<file path="config.mk">
export PLATFORM = sky130hd
export DESIGN_NAME = nand_ecc_acc
export DESIGN_NICKNAME = d
export VERILOG_FILES = /design/src/rtl/nand_ecc_pkg.sv /design/src/rtl/nand_ecc_ctrl.sv /design/src/rtl/nand_ecc_dp.sv /design/src/rtl/nand_ecc_acc.sv
export SDC_FILE = /design/constraint.sdc
export NUM_CORES = 1
export LEC_CHECK = 0
export CORE_MARGIN = 4
export CORE_UTILIZATION = 40
export CTS_CLUSTER_SIZE = 40
export DETAILED_ROUTE_END_ITERATION = 7
export DONT_BUFFER_PORTS = 1
export PLACE_DENSITY = 0.52
export SYNTH_ARGS = -nofsm -noshare
export SYNTH_HDL_FRONTEND = slang
export SYNTH_SLANG_ARGS = --single-unit
</file>
<file path="constraint.sdc">
create_clock -name clk -period 4.8 [get_ports clk]
set_clock_uncertainty 0.05 [all_clocks]
set_input_delay 0.72 -clock clk [delete_from_list [all_inputs] [get_ports clk]]
set_output_delay 0.72 -clock clk [all_outputs]
set_load 0.01 [all_outputs]
</file>
<file path="src/rtl/nand_ecc_pkg.sv">
package nand_ecc_pkg;
  localparam int MIN_LOG2  = 8;
  localparam int MAX_LOG2  = 13;
  localparam int NUM_SIZES = MAX_LOG2 - MIN_LOG2 + 1;
  localparam int CNT_W     = MAX_LOG2 + 1;
  localparam int ROW_BITS  = 6;
  localparam int ECC_W     = ROW_BITS + 2 * MAX_LOG2;

  // Strobes from control to datapath
  typedef struct packed {
    logic                clear;
    logic                accept;
    logic [MAX_LOG2-1:0] baseIdx;
    logic [MAX_LOG2-1:0] colMask;
  } ecc_ctrl_t;
endpackage

</file>
<file path="src/rtl/nand_ecc_ctrl.sv">
module nand_ecc_ctrl
  import nand_ecc_pkg::*;
#(
  parameter int DATA_W = 8
) (
  input  logic              clk,
  input  logic              rstN,
  input  logic              enable,
  input  logic [2:0]        sizeSel,
  input  logic              ceN,
  input  logic              weN,
  input  logic              reN,
  input  logic              phase,
  input  logic [DATA_W-1:0] dataIn,
  output ecc_ctrl_t         ctrlOut,
  output logic [DATA_W-1:0] dataAligned,
  output logic              valid
);
  localparam int LANES = DATA_W / 8;

  logic [2:0]        weSync, reSync;
  logic [1:0]        ceSync, phSync;
  logic [DATA_W-1:0] dataS1, dataS2;
  logic [CNT_W-1:0]  count, nextCount, blockLen;
  logic [2:0]        selC;
  logic              strobeEvt, accept;

  // Two-stage synchronisers plus one extra stage on strobes for edge detect
  always_ff @(posedge clk or negedge rstN) begin
    if (!rstN) begin
      weSync <= '1;
      reSync <= '1;
      ceSync <= '1;
      phSync <= '0;
      dataS1 <= '0;
      dataS2 <= '0;
    end else begin
      weSync <= {weSync[1:0], weN};
      reSync <= {reSync[1:0], reN};
      ceSync <= {ceSync[0], ceN};
      phSync <= {phSync[0], phase};
      dataS1 <= dataIn;
      dataS2 <= dataS1;
    end
  end

  assign strobeEvt = ((weSync[1] & ~weSync[2]) | (reSync[1] & ~reSync[2]))
                     & ~ceSync[1] & phSync[1];
  assign accept    = strobeEvt & enable & ~valid;
  assign nextCount = count + CNT_W'(LANES);

  always_comb begin
    selC     = (sizeSel > 3'(NUM_SIZES - 1)) ? 3'(NUM_SIZES - 1) : sizeSel;
    blockLen = CNT_W'(1) << (MIN_LOG2 + int'(selC));
    for (int k = 0; k < MAX_LOG2; k++)
      ctrlOut.colMask[k] = (k < MIN_LOG2 + int'(selC));
    ctrlOut.clear   = ~enable;
    ctrlOut.accept  = accept;
    ctrlOut.baseIdx = count[MAX_LOG2-1:0];
  end

  always_ff @(posedge clk or negedge rstN) begin
    if (!rstN) begin
      count <= '0;
      valid <= 1'b0;
    end else if (!enable) begin
      count <= '0;
      valid <= 1'b0;
    end else if (accept) begin
      count <= nextCount;
      if (nextCount == blockLen) valid <= 1'b1;
    end
  end

  assign dataAligned = dataS2;
endmodule

</file>
<file path="src/rtl/nand_ecc_dp.sv">
module nand_ecc_dp
  import nand_ecc_pkg::*;
#(
  parameter int DATA_W = 8
) (
  input  logic              clk,
  input  logic              rstN,
  input  ecc_ctrl_t         ctrlIn,
  input  logic [DATA_W-1:0] dataIn,
  output logic [ECC_W-1:0]  code
);
  localparam int LANES = DATA_W / 8;

  logic [ECC_W-1:0] delta;

  always_comb begin
    delta = '0;
    for (int l = 0; l < LANES; l++) begin : lane
      logic [7:0]          b;
      logic [MAX_LOG2-1:0] idx;
      logic                par;
      b   = dataIn[8*l +: 8];
      idx = ctrlIn.baseIdx + MAX_LOG2'(l);
      par = ^b;
      for (int j = 0; j < 8; j++)
        for (int r = 0; r < 3; r++)
          if (((j >> r) & 1) == 1) delta[2*r+1] = delta[2*r+1] ^ b[j];
          else                     delta[2*r]   = delta[2*r]   ^ b[j];
      for (int k = 0; k < MAX_LOG2; k++)
        if (ctrlIn.colMask[k]) begin
          if (idx[k]) delta[ROW_BITS+2*k+1] = delta[ROW_BITS+2*k+1] ^ par;
          else        delta[ROW_BITS+2*k]   = delta[ROW_BITS+2*k]   ^ par;
        end
    end
  end

  always_ff @(posedge clk or negedge rstN) begin
    if (!rstN)              code <= '0;
    else if (ctrlIn.clear)  code <= '0;
    else if (ctrlIn.accept) code <= code ^ delta;
  end
endmodule

</file>
<file path="src/rtl/nand_ecc_acc.sv">
module nand_ecc_acc
  import nand_ecc_pkg::*;
#(
  parameter int DATA_W = 8
) (
  input  logic              clk,
  input  logic              rstN,
  input  logic              eccEnable,
  input  logic [2:0]        blockSize,
  input  logic              nandCeN,
  input  logic              nandWeN,
  input  logic              nandReN,
  input  logic              dataPhase,
  input  logic [DATA_W-1:0] nandData,
  output logic [ECC_W-1:0]  eccCode,
  output logic              eccValid
);
  ecc_ctrl_t         ctrlStb;
  logic [DATA_W-1:0] dataAligned;
  logic              acceptStb;

  nand_ecc_ctrl #(.DATA_W(DATA_W)) ctrl_i (
    .clk(clk), .rstN(rstN), .enable(eccEnable), .sizeSel(blockSize),
    .ceN(nandCeN), .weN(nandWeN), .reN(nandReN), .phase(dataPhase),
    .dataIn(nandData), .ctrlOut(ctrlStb), .dataAligned(dataAligned),
    .valid(eccValid)
  );

  nand_ecc_dp #(.DATA_W(DATA_W)) dp_i (
    .clk(clk), .rstN(rstN), .ctrlIn(ctrlStb), .dataIn(dataAligned),
    .code(eccCode)
  );

  assign acceptStb = ctrlStb.accept;
endmodule

</file>
==> flow_summary.yaml <==
synthesis:
  yosys_warnings: 0
  synthTopCellsByArea: "dfrtp_1 (44%), xnor2_1 (11%), dfstp_2 (5.7%), and2_1 (5.0%), bufbuf_16 (2.7%)"
  synth-simple-area-share_pct: 21.9
  synth_edf_count: 0
  ys_seq_elements: 73
  yosys.area_share.xor_xnor_pct: 12.7
  syn_inst: 328
  syn_nets: 347
  synth_top_family_by_area: "simple AND/OR/NAND/NOR gates"
  ys_types: 49
  synth-compound-area-share_pct: 6.50
  yosysTopAreaCell: "dfrtp_1"
  synthFlopType: "dfrtp_1"
  ys_seq_area_share_pct: 50.2
  yosysTopAreaCellShare_pct: 44.5
  synthAdderAreaFrac_pct: 0.342
  synthesis.area_um2: 3660
  synth_mux_area_share_pct: 1.68
  async_reset_ff_share_pct: 100
  syn_area_per_cell_um2: 11.2
sta:
  fin_tns_setup_ps: 0
  relSlewSlack_pct: 51.8
  worst_pin_slew_ps: 721
  finalHoldViolCount: 0
  max_freq_ghz: 0.382
  setup_violations: 0
  fin_crit_sh_pct: 54.6
  worst_slack_ps: 2180
  fin_crit_ps: 2620
  report.final.slew_viol_count: 0
  rsz0062_at_grt: "no"
global_routing:
  grt_pass1_wl_um: 11900
  antenna_found_initial: 0
  grt_pass1_vias: 2287
  grt_max_degree: 66
  grtUsageTotal_pct: 13.7
  overflow: 0
detailed_routing:
  ant_nets: 0
  vias_per_cell: 5.20
  drc_errors: 0
  via_count: 2246
  wl_um: 6850
  first_pass_iters: 4
  wl_per_cell_um: 15.9
  drtIter0Drc: 82
floorplanning:
  io_pins: 51
  dieArea_um2: 10700
  core_um2: 8810
  initial_utilization_pct: 41.5
  die_h_um: 104
  row_count: 34
  die_x_um: 104
critical_path:
  cp_cell_sequence: "nor3b_1 > o21ai_1 > buf_4 > nand2_1 > nand2_1 > or4_1 > a21boi_0"
  crit_required_ps: 5020
  endpoint: "dp_i.code[22]"
  critPathLaunch: "ctrl_i.valid"
  r2r-start: "ctrl_i.valid"
  crit_top_cell: "nand2_1"
  ff2ff_setup_slack_ps: 2180
  rr_worst_depth: 7
  cp_slowest_cell: "nand2_1"
  criticalPathCategory: "register to register"
  start_kind: "register"
  max_stage_delay_ps: 560
  crit_fanout: 27
  cp-end-kind: "register"
  r2r_end: "dp_i.code[22]"
  arrival_ps: 2840
placement:
  io_buffers: 0
  dp_slack_ps: 2130
  place_congestion: 0.813
  placed_cell_area_um2: 3580
  dp_hpwl_um: 4330
power_and_ir_drop:
  vdd_ir_drop_max_mv: 0.192
  power.density_nw_per_um2: 369
  total_power_w: 0.00141
  total_leakage_power_nw: 1.56
layout:
  layout_commonest_cell: "dfrtp_1"
  syn2layout_area_growth_pct: 4.69
  design_area_um2: 3830
  drive_above_1_share_pct: 11.4
  final_util_pct: 43.5
  final_cell_mix: "dfrtp_1 (65), xnor2_1 (45), and2_1 (29), nand2_1 (15), nand3_1 (15)"
  nNetsFinal: 338
  diodes: 0
clock_network:
  ctsResizeCount: 0
  cts_sinks: 73
  clkTransAtPathRegs_ps: 80
  ctsHtreeMaxLevel: 3
  numCtsBuffers: 9
  clock-root-buffer: "clkbuf_8"
  cts_buffer_depth: 2
  clkLatencyLatePin_ps: 360
  cts_tree: "done"
status:
  status: "finished, final reports clean"
min_path:
  hp-class: "primary input to asynchronous set/reset pin"
run:
  max_cap_viol_count: 0
==> cell families (layout without fill, tap and decap cells) <==
| group | count (synthesis) | after routing |
|---|---|---|
| buf+inv | 27 | 23 |
| fa+ha+maj | 1 | 1 |
| simple gates | 133 | 133 |
| compound gates | 35 | 35 |
| xor+xnor | 53 | 53 |
| mux | 6 | 6 |
| flops | 73 | 73 |
==> worst min-delay path by stage <==
stage               cells after the start               endpoint  slack, ps
floorplan                               0  ctrl_i.dataAligned[0]        280
global placement                        0  ctrl_i.dataAligned[2]        280
detailed placement                      0  ctrl_i.dataAligned[0]        280
CTS                                     0       ctrl_i.ceSync[1]        130
global route                            0       ctrl_i.ceSync[1]        130
finish                                  0       ctrl_i.weSync[2]        160
==> synth_stat cells (6+ instances only) <==
cell / n
dfrtp_1: 65
or3_1: 9
xnor2_1: 45
dfstp_2: 8
nor2_1: 11
nor4_1: 6
clkbuf_1: 10
a21boi_0: 10
nand2_1: 15
nor3_1: 8
nand3b_1: 7
and2_1: 29
nand3_1: 15
xor2_1: 8
o21ai_0: 10
==> where the power goes <==
group	switching [W]	leakage [nW]	total, W	internal (W)
clock	0.000250	0.112	0.000549	0.000299
sequential	0.0000465	0.941	0.000704	0.000658
combinational	0.0000837	0.506	0.000160	0.0000764
==> sequential cells by signal, indices dropped and copies added, names as in the netlist <==
signal              count
ctrl_i.ceSync           2
ctrl_i.count           14
ctrl_i.dataAligned      8
ctrl_i.dataS1           8
ctrl_i.phSync           2
ctrl_i.reSync           3
ctrl_i.valid            1
ctrl_i.weSync           3
dp_i.code              32
==> routing by layer <==
layer | share of wire [%] | routed length (um) | GRT usage (%) | vias to the layer above
li1 | - | - | - | 1106
met1 | 46 | 3140 | 17.3 | 1081
met2 | 47 | 3220 | 22.1 | 45
met3 | 5.1 | 348 | 3.86 | 14
met4 | 2.0 | 140 | 6.17 | 0
met5 | 0 | 0 | 0 | -
==> critical path, delay by kind of cell (launching register included) <==
family                 cells  cell delay [ps]
AO/OA/AOI/OAI              2              270
buffers and inverters      1              220
flip-flops                 1              440
AND/OR/NAND/NOR            4             1540
==> what timing repair did <==
| item | in CTS | in global routing |
|---|---|---|
| setup buffers | 0 | 0 |
| hold buffers | 1 | 0 |
| endpoints found under the hold margin | 65 | 0 |
==> layout make-up <==
class	count	area (um2)
inverter	4	15.0
clock inverter	7	101
fill	806	4980
sequential	73	1840
timing repair buffer	3	42.5
tap	108	135
multi-input combinational	228	1580
clock buffer	9	124
==> per-stage QoR <==
stage                     instances  hold WS (ps)
after global routing            432           125
after global placement          415           282
after floorplan                 328           281
after CTS                       432           131
after detailed placement        415           285
final                           432           156
Note: power is estimated with default switching activity, not from simulation.
